===== config.mk =====
export PLATFORM = sky130hd
export DESIGN_NAME = dbg_cmd_issuer
export DESIGN_NICKNAME = d
export VERILOG_FILES = /design/src/rtl/dbg_cmd_pkg.sv /design/src/rtl/dbg_addr_decode.sv /design/src/rtl/dbg_byte_bank.sv /design/src/rtl/dbg_txn_ctrl.sv /design/src/rtl/dbg_cmd_issuer.sv
export SDC_FILE = /design/constraint.sdc
export NUM_CORES = 1
export LEC_CHECK = 0
export CAP_MARGIN = 20
export CELL_PAD_IN_SITES_DETAIL_PLACEMENT = 1
export CELL_PAD_IN_SITES_GLOBAL_PLACEMENT = 1
export CORE_MARGIN = 3
export CORE_UTILIZATION = 38
export DETAILED_ROUTE_END_ITERATION = 8
export PLACE_DENSITY = 0.79
export SYNTH_ARGS = -nofsm -noshare
export SYNTH_HDL_FRONTEND = slang
export SYNTH_SLANG_ARGS = --single-unit

===== constraint.sdc =====
create_clock -name clk -period 4.2 [get_ports clk]
set_clock_uncertainty 0.15 [all_clocks]
set_input_delay 0.84 -clock clk [delete_from_list [all_inputs] [get_ports clk]]
set_output_delay 0.84 -clock clk [all_outputs]
set_load 0.01 [all_outputs]

===== src/rtl/dbg_cmd_pkg.sv =====
`timescale 1ns/1ps
package dbg_cmd_pkg;
    localparam logic [7:0] OFS_LAUNCH = 8'h00;
    localparam logic [7:0] OFS_TARGET = 8'h04;
    localparam logic [7:0] OFS_PERIPH = 8'h08;
    localparam logic [7:0] OFS_REGOFS = 8'h0C;
    localparam logic [7:0] OFS_STATUS = 8'h14;
    localparam logic [7:0] OFS_WBASE  = 8'h18;
    localparam logic [7:0] OFS_RBASE  = 8'h38;

    localparam int unsigned OP_W  = 5;
    localparam int unsigned SID_W = 4;
    localparam int unsigned LEN_W = 3;
    localparam int unsigned ST_W  = 4;

    // status bit positions
    localparam int unsigned ST_DONE = 0;
    localparam int unsigned ST_FAIL = 1;
    localparam int unsigned ST_DENY = 2;
    localparam int unsigned ST_DROP = 3;

    typedef enum logic [OP_W-1:0] {
        OPC_XWR_LONG = 5'd1 - 5'd1,
        OPC_XRD_LONG = 5'd1,
        OPC_XWR      = 5'd2,
        OPC_BUS_RST  = 5'd3,
        OPC_SLEEP    = 5'd4,
        OPC_SHUTDN   = 5'd5,
        OPC_WAKE     = 5'd6,
        OPC_AUTH     = 5'd7,
        OPC_MRD      = 5'd8,
        OPC_MWR      = 5'd9,
        OPC_XRD      = 5'd13,
        OPC_WR       = 5'd14,
        OPC_RD       = 5'd15,
        OPC_ZWR      = 5'd16
    } bus_op_e;

    function automatic logic op_is_read(input logic [OP_W-1:0] op);
        return (op == OPC_XRD_LONG) || (op == OPC_MRD) ||
               (op == OPC_XRD)      || (op == OPC_RD);
    endfunction
endpackage


===== src/rtl/dbg_addr_decode.sv =====
`timescale 1ns/1ps
module dbg_addr_decode
    import dbg_cmd_pkg::*;
#(
    parameter int unsigned AW     = 8,
    parameter int unsigned NBYTES = 8,
    localparam int unsigned IDX_W = $clog2(NBYTES),
    localparam int unsigned SPAN  = 4 * NBYTES
) (
    input  logic [AW-1:0]    addr,
    output logic             hit_launch,
    output logic             hit_target,
    output logic             hit_periph,
    output logic             hit_regofs,
    output logic             hit_status,
    output logic             hit_wd,
    output logic             hit_rd,
    output logic [IDX_W-1:0] wd_idx,
    output logic [IDX_W-1:0] rd_idx
);
    logic [AW-1:0] wrel;
    logic [AW-1:0] rrel;
    logic          aligned;

    always_comb begin
        aligned    = (addr[1:0] == 2'b00);
        wrel       = addr - AW'(OFS_WBASE);
        rrel       = addr - AW'(OFS_RBASE);
        hit_launch = (addr == AW'(OFS_LAUNCH));
        hit_target = (addr == AW'(OFS_TARGET));
        hit_periph = (addr == AW'(OFS_PERIPH));
        hit_regofs = (addr == AW'(OFS_REGOFS));
        hit_status = (addr == AW'(OFS_STATUS));
        hit_wd     = aligned && (addr >= AW'(OFS_WBASE)) && (wrel < AW'(SPAN));
        hit_rd     = aligned && (addr >= AW'(OFS_RBASE)) && (rrel < AW'(SPAN));
        wd_idx     = wrel[IDX_W+1:2];
        rd_idx     = rrel[IDX_W+1:2];
    end

    logic unused_rel;
    assign unused_rel = ^{wrel, rrel};
endmodule


===== src/rtl/dbg_byte_bank.sv =====
`timescale 1ns/1ps
module dbg_byte_bank #(
    parameter int unsigned NBYTES = 8,
    localparam int unsigned IDX_W = $clog2(NBYTES),
    localparam int unsigned BW    = 8 * NBYTES
) (
    input  logic             clk,
    input  logic             rst_n,
    input  logic             wr_en,
    input  logic [IDX_W-1:0] wr_idx,
    input  logic [7:0]       wr_byte,
    input  logic             cap_en,
    input  logic [BW-1:0]    cap_bytes,
    output logic [BW-1:0]    wbytes,
    output logic [BW-1:0]    rbytes
);
    for (genvar g = 0; g < NBYTES; g++) begin : g_lane
        typedef struct packed {
            logic [7:0] wb;
            logic [7:0] rb;
        } lane_t;
        lane_t lane_d, lane_q;

        always_comb begin
            lane_d = lane_q;
            if (wr_en && (wr_idx == IDX_W'(g))) lane_d.wb = wr_byte;
            if (cap_en)                         lane_d.rb = cap_bytes[8*g +: 8];
        end

        always_ff @(posedge clk or negedge rst_n) begin
            if (!rst_n) lane_q <= '0;
            else        lane_q <= lane_d;
        end

        assign wbytes[8*g +: 8] = lane_q.wb;
        assign rbytes[8*g +: 8] = lane_q.rb;
    end
endmodule


===== src/rtl/dbg_txn_ctrl.sv =====
`timescale 1ns/1ps
module dbg_txn_ctrl
    import dbg_cmd_pkg::*;
#(
    parameter int unsigned DW = 32
) (
    input  logic             clk,
    input  logic             rst_n,
    input  logic             fuse_off,
    input  logic             we,
    input  logic [DW-1:0]    wdata,
    input  logic             hit_launch,
    input  logic             hit_target,
    input  logic             hit_periph,
    input  logic             hit_regofs,
    input  logic             rsp_valid,
    input  logic             rsp_fail,
    input  logic             rsp_denied,
    input  logic             rsp_dropped,
    output logic             busy,
    output logic             req_valid,
    output logic [OP_W-1:0]  op,
    output logic [SID_W-1:0] sid,
    output logic [LEN_W-1:0] len_m1,
    output logic [7:0]       pid,
    output logic [7:0]       regofs,
    output logic [ST_W-1:0]  status,
    output logic             cap_en
);
    typedef struct packed {
        logic             busy;
        logic             req;
        logic [OP_W-1:0]  op;
        logic [SID_W-1:0] sid;
        logic [LEN_W-1:0] len;
        logic [7:0]       pid;
        logic [7:0]       ofs;
        logic [ST_W-1:0]  st;
    } ctl_t;

    ctl_t ctl_d, ctl_q;
    logic launch_wr;
    logic rsp_take;

    always_comb begin
        launch_wr = we && hit_launch;
        rsp_take  = ctl_q.busy && rsp_valid;
        cap_en    = rsp_take && op_is_read(ctl_q.op) &&
                    !(rsp_fail || rsp_denied || rsp_dropped);

        ctl_d     = ctl_q;
        ctl_d.req = 1'b0;

        if (rsp_take) begin
            ctl_d.busy           = 1'b0;
            ctl_d.st[ST_DONE]    = 1'b1;
            ctl_d.st[ST_FAIL]    = rsp_fail;
            ctl_d.st[ST_DENY]    = rsp_denied;
            ctl_d.st[ST_DROP]    = rsp_dropped;
        end
        if (we && hit_target) begin
            ctl_d.sid = wdata[SID_W-1:0];
            ctl_d.len = wdata[SID_W +: LEN_W];
        end
        if (we && hit_periph) ctl_d.pid = wdata[7:0];
        if (we && hit_regofs) ctl_d.ofs = wdata[7:0];

        if (launch_wr && !ctl_q.busy) begin
            if (fuse_off) begin
                ctl_d.st          = '0;
                ctl_d.st[ST_DONE] = 1'b1;
                ctl_d.st[ST_DENY] = 1'b1;
            end else begin
                ctl_d.busy = 1'b1;
                ctl_d.req  = 1'b1;
                ctl_d.op   = wdata[1 +: OP_W];
                ctl_d.st   = '0;
            end
        end
    end

    always_ff @(posedge clk or negedge rst_n) begin
        if (!rst_n) ctl_q <= '0;
        else        ctl_q <= ctl_d;
    end

    assign busy      = ctl_q.busy;
    assign req_valid = ctl_q.req;
    assign op        = ctl_q.op;
    assign sid       = ctl_q.sid;
    assign len_m1    = ctl_q.len;
    assign pid       = ctl_q.pid;
    assign regofs    = ctl_q.ofs;
    assign status    = ctl_q.st;

    logic unused_wdata;
    assign unused_wdata = ^wdata[DW-1:8];

    AST_REQ_ONE_CYCLE: assert property (@(posedge clk) disable iff (!rst_n)
        req_valid |=> !req_valid);
    AST_REQ_ON_LAUNCH: assert property (@(posedge clk) disable iff (!rst_n)
        (we && hit_launch && !busy && !fuse_off) |=> (req_valid && status == '0));
    AST_FUSE_DENIES: assert property (@(posedge clk) disable iff (!rst_n)
        (we && hit_launch && !busy && fuse_off) |=> (!req_valid && status == 4'h5));
    AST_BUSY_IGNORES_LAUNCH: assert property (@(posedge clk) disable iff (!rst_n)
        (we && hit_launch && busy && !rsp_valid) |=> (!req_valid && $stable(status) && $stable(op)));
    AST_BUSY_STATUS_ZERO: assert property (@(posedge clk) disable iff (!rst_n)
        busy |-> (status == '0));
    AST_RSP_COMPLETES: assert property (@(posedge clk) disable iff (!rst_n)
        (busy && rsp_valid) |=> (status[ST_DONE] && !busy));
    AST_IDLE_RSP_IGNORED: assert property (@(posedge clk) disable iff (!rst_n)
        (!busy && rsp_valid && !we) |=> $stable(status));
endmodule


===== src/rtl/dbg_cmd_issuer.sv =====
`timescale 1ns/1ps
module dbg_cmd_issuer
    import dbg_cmd_pkg::*;
#(
    parameter int unsigned AW     = 8,
    parameter int unsigned DW     = 32,
    parameter int unsigned NBYTES = 8,
    localparam int unsigned IDX_W = $clog2(NBYTES),
    localparam int unsigned BW    = 8 * NBYTES
) (
    input  logic             clk,
    input  logic             rst_n,
    input  logic             fuse_off,
    input  logic [AW-1:0]    reg_addr,
    input  logic             reg_we,
    input  logic [DW-1:0]    reg_wdata,
    output logic [DW-1:0]    reg_rdata,
    output logic             req_valid,
    output logic [4:0]       req_opcode,
    output logic [3:0]       req_sid,
    output logic [7:0]       req_pid,
    output logic [7:0]       req_offset,
    output logic [2:0]       req_len_m1,
    output logic [BW-1:0]    req_wbytes,
    input  logic             rsp_valid,
    input  logic             rsp_fail,
    input  logic             rsp_denied,
    input  logic             rsp_dropped,
    input  logic [BW-1:0]    rsp_rbytes
);
    logic             hit_launch, hit_target, hit_periph, hit_regofs;
    logic             hit_status, hit_wd, hit_rd;
    logic [IDX_W-1:0] wd_idx, rd_idx;
    logic             busy, cap_en;
    logic [ST_W-1:0]  status;
    logic [BW-1:0]    rbytes;

    dbg_addr_decode #(.AW(AW), .NBYTES(NBYTES)) u_dec (
        .addr       (reg_addr),
        .hit_launch (hit_launch),
        .hit_target (hit_target),
        .hit_periph (hit_periph),
        .hit_regofs (hit_regofs),
        .hit_status (hit_status),
        .hit_wd     (hit_wd),
        .hit_rd     (hit_rd),
        .wd_idx     (wd_idx),
        .rd_idx     (rd_idx)
    );

    dbg_txn_ctrl #(.DW(DW)) u_ctl (
        .clk         (clk),
        .rst_n       (rst_n),
        .fuse_off    (fuse_off),
        .we          (reg_we),
        .wdata       (reg_wdata),
        .hit_launch  (hit_launch),
        .hit_target  (hit_target),
        .hit_periph  (hit_periph),
        .hit_regofs  (hit_regofs),
        .rsp_valid   (rsp_valid),
        .rsp_fail    (rsp_fail),
        .rsp_denied  (rsp_denied),
        .rsp_dropped (rsp_dropped),
        .busy        (busy),
        .req_valid   (req_valid),
        .op          (req_opcode),
        .sid         (req_sid),
        .len_m1      (req_len_m1),
        .pid         (req_pid),
        .regofs      (req_offset),
        .status      (status),
        .cap_en      (cap_en)
    );

    dbg_byte_bank #(.NBYTES(NBYTES)) u_bank (
        .clk       (clk),
        .rst_n     (rst_n),
        .wr_en     (reg_we && hit_wd),
        .wr_idx    (wd_idx),
        .wr_byte   (reg_wdata[7:0]),
        .cap_en    (cap_en),
        .cap_bytes (rsp_rbytes),
        .wbytes    (req_wbytes),
        .rbytes    (rbytes)
    );

    always_comb begin
        reg_rdata = '0;
        unique case (1'b1)
            hit_launch: reg_rdata = DW'({req_opcode, 1'b0});
            hit_target: reg_rdata = DW'({req_len_m1, req_sid});
            hit_periph: reg_rdata = DW'(req_pid);
            hit_regofs: reg_rdata = DW'(req_offset);
            hit_status: reg_rdata = DW'(status);
            hit_wd:     reg_rdata = DW'(req_wbytes[8*wd_idx +: 8]);
            hit_rd:     reg_rdata = DW'(rbytes[8*rd_idx +: 8]);
            default:    reg_rdata = '0;
        endcase
    end

    logic unused_busy;
    assign unused_busy = busy;
endmodule


==> PnR_summary.wiki <==
{| class="wikitable"
! Metric !! Value
|-
| Area growth syn-to-layout || 34.7%
|-
| Main flop type after synthesis || sky130_fd_sc_hd__dfrtp_1
|-
| Number of nets in the layout || 850
|-
| Number of cells on the worst reg-to-reg path || 4
|-
| Number of enable flip-flop cells after synthesis || 0
|-
| Total I/O pin count || 237
|-
| Clock latency on the worst-skew pair || 0.42 ns
|-
| Fraction of synthesized area in multiplexers || 0.349
|-
| Max Root-Sink Buffers || 2
|-
| PnR Total Power || 3.73 mW
|-
| Worst Max-Slew Pin Slew || 0.899 ns
|-
| Share of the cycle needed by the critical path after routing || 0.984
|-
| Total number of vias || 5435
|-
| Relative slew slack || 0.401
|-
| Diodes inserted || 0
|-
| Unique masters post-synth || 47
|-
| Max-capacitance violation count || 0
|-
| Placement row count || 52
|-
| Slack of the worst reg-to-reg path || 1.69 ns
|-
| Initial antenna violation count || 1
|-
| Terminating pin of the worst hold path || u_bank.rbytes[1]$_DFFE_PN0P_
|-
| RSZ-0062 raised after global routing || yes
|-
| Clock edge transition at the registers on the reported setup and hold paths || 0.06 ns
|-
| Max-slew violations || 0
|-
| Area used by multi-input combinational logic || 0.00369 mm^2
|-
| Top cell type by total area after synthesis || sky130_fd_sc_hd__dfrtp_1
|-
| Final hold vios || 0
|-
| Startpoint of the most critical hold path || u_bank.rbytes[1]$_DFFE_PN0P_
|-
| Class of the tightest hold or removal check || flop to flop
|-
| Share of the synthesized area in compound gates (AO/OA/AOI/OAI) || 0.0542
|-
| Clock tree from TritonCTS || yes
|-
| LEAKAGE || 4.81 nW
|-
| Routability-driven placement congestion ratio || 0.819
|-
| Setup_tns || 0 ns
|-
| Simple-gate share of the synthesized area || 0.0395
|-
| Root buf cell || sky130_fd_sc_hd__clkbuf_16
|-
| Post-route setup slack || 0.0660 ns
|-
| Router iterations before antenna repair || 4
|-
| DRC marker count from the first detailed-route iteration || 310
|-
| Fraction of layout cells with a size suffix above 1 || 0.361
|-
| Highest net fanout along the worst path || 8
|-
| Total core area || 0.0205 mm^2
|-
| Count of hold-fix buffers inserted at cts || 0
|-
| # H-tree levels || 4
|-
| Number of fillers in the final layout || 1982
|-
| Input/output buffers || 188
|-
| Adder-Cell Fraction of Synth Area || 0.00156
|-
| Top layer reached by signal wires || met5
|-
| Overall die width || 151 um
|-
| Crit path capture type || output pin
|-
| DRC violation count after routing || 0
|-
| First-pass GRT wire length || 36.0 mm
|-
| Via count of the first global-routing pass || 6007
|-
| Max frequency || 242 MHz
|-
| Met3 WL post-DR || 1.78 mm
|-
| DP Worst Slack || -0.108 ns
|-
| Post-synthesis cell count || 544
|-
| Syn_area_per_cell || 14.7 um^2
|-
| Max VDD drop || 0.267 mV
|-
| Data arrival time of the critical path || 3.14 ns
|-
| Total CTS buffers || 17
|-
| Seq/Total Area, Yosys || 0.506
|-
| Combinational family with the most area after synthesis || multiplexers
|-
| Post-synth design cell area || 0.00801 mm^2
|-
| Ratio of routed vias to standard cells || 5.33
|-
| Startpoint class of the critical path || primary input
|-
| Ys Warns || 0
|-
| Async set or reset register ratio after synthesis || 1.00
|-
| Power density cells || 346 mW/mm^2
|-
| DIE AREA || 0.0228 mm^2
|-
| Most common cell after layout, fill and taps aside || sky130_fd_sc_hd__clkdlybuf4s50_1
|-
| Die Ht || 151 um
|-
| Data required, critical path || 3.21 ns
|-
| Detailed Route WL || 24.0 mm
|-
| Placed insts || 988
|-
| Count of clock tree sinks || 162
|-
| Classification of the worst setup path || primary input to output pin
|-
| Mean routed wirelength per cell || 23.6 um
|-
| DRT antenna net count || 0
|-
| Fraction of the core area covered by cells at the end of the flow || 0.526
|-
| Sum of net half-perimeters after detailed placement || 17.7 mm
|-
| Clock period minus final worst setup slack || 4.13 ns
|-
| Metal2 WL || 12.6 mm
|-
| Starting density of the core || 0.391
|-
| Total congestion overflow || 0
|-
| Startpoint of the most critical register-to-register path || u_ctl.op[0]$_DFFE_PN0P_
|-
| Pin count of the biggest net entering global routing || 96
|-
| Run status || complete, no violations
|-
| Total of flip-flops plus latches after synthesis || 162
|-
| Synth top area share || 0.506
|-
| Top post-synthesis cells by area || sky130_fd_sc_hd__dfrtp_1 51%, sky130_fd_sc_hd__mux2_2 23%, sky130_fd_sc_hd__mux4_2 9.6%
|-
| Reg2reg end || u_bank.rbytes[62]$_DFFE_PN0P_
|-
| Overall routing resource usage || 0.213
|-
| Leading cell types in the layout, fill and taps excluded || 185 x sky130_fd_sc_hd__clkdlybuf4s50_1, 163 x sky130_fd_sc_hd__mux2_2, 162 x sky130_fd_sc_hd__dfrtp_1
|-
| Instance count along the most critical hold path || 1
|-
| Count of endpoints failing setup in the final report || 0
|-
| M1 WL || 9.22 mm
|-
| Final cell count without fillers || 1020
|-
| Post-synthesis xor/xnor area fraction || 0.00219
|-
| Register area || 0.00405 mm^2
|}
## Yosys cell counts (all sizes together), types with 2 or more instances
cell     instances
nand3b           4
o21ai            6
o32ai            2
nand2b           5
a211oi           3
inv              3
buf             39
nor2             6
o211ai          19
or4              2
o31ai            2
nand2            7
or3              2
nand3            4
a21boi           2
or3b             2
dfrtp          162
mux2           166
nor3             8
nor4bb           2
xnor2            2
a2111oi          5
mux2i           16
clkbuf          22
nor2b            2
nor3b            2
mux4            34
## registers in the layout (all words and copies together), names as in the netlist
| name | cells |
|---|---|
| u_ctl.busy | 1 |
| u_ctl.sid | 4 |
| u_ctl.pid | 8 |
| u_ctl.op | 5 |
| u_ctl.req_valid | 1 |
| u_bank.rbytes | 64 |
| u_ctl.regofs | 8 |
| u_bank.wbytes | 64 |
| u_ctl.len_m1 | 3 |
| u_ctl.status | 4 |
## how the worst max path moves through the flow
stage	start	end	cells past startpoint
2_1_floorplan	reg_addr[2]	reg_rdata[2]	6
3_3_place_gp	reg_addr[4]	reg_rdata[5]	6
3_5_place_dp	reg_addr[4]	reg_rdata[5]	6
4_1_cts	reg_addr[4]	reg_rdata[3]	8
5_1_grt	reg_addr[4]	reg_rdata[5]	6
6_report	reg_addr[7]	reg_rdata[5]	6
## final cells by class
type	count	area share
Sequential cell	162	0.376
Clock buffer	18	0.0407
Multi-Input combinational cell	341	0.342
Inverter	3	0.00104
Tap cell	270	0.0313
Timing Repair Buffer	212	0.195
Clock inverter	14	0.0139
## per-stage QoR
stage	hold slack (ns)	cell area (um^2)
floorplan	0.314	8090
global placement	0.335	10200
detailed placement	0.341	10200
CTS	0.356	10800
global route	0.370	10800
finish	0.355	10800
## what timing repair did
item,4_1_cts,5_1_grt
resized for setup,1,3
endpoints found under the setup margin,8,6
setup buffers,0,0
gates cloned,0,0
pin swaps,0,1
## critical path, cell delays in order
cell	delay (ns)
sky130_fd_sc_hd__clkdlybuf4s50_1	0.55
sky130_fd_sc_hd__or3_4	0.43
sky130_fd_sc_hd__nor3_1	0.20
sky130_fd_sc_hd__a41oi_2	0.15
sky130_fd_sc_hd__o211ai_1	0.37
sky130_fd_sc_hd__clkdlybuf4s50_1	0.60
## per-layer routing
| metal | track usage | vias up |
|---|---|---|
| li1 | - | 2387 |
| met1 | 0.256 | 2847 |
| met2 | 0.369 | 171 |
| met3 | 0.0658 | 28 |
| met4 | 0.0662 | 2 |
| met5 | 0 | - |
## kinds of logic after synthesis
family / Yosys count
xor gates and xnor gates: 2
muxes: 216
AOI/OAI and AO/OA: 45
other: 1
and+or+nand+nor: 53
buffers and inverters: 64
DFF: 162
adders and majority gates: 1
## report_power, final
part	internal (mW)	switching, mW	total [mW]
combinational	0.268	0.226	0.494
clock	0.897	0.667	1.56
sequential	1.62	0.0520	1.67
Note: power is estimated with default switching activity, not from simulation.
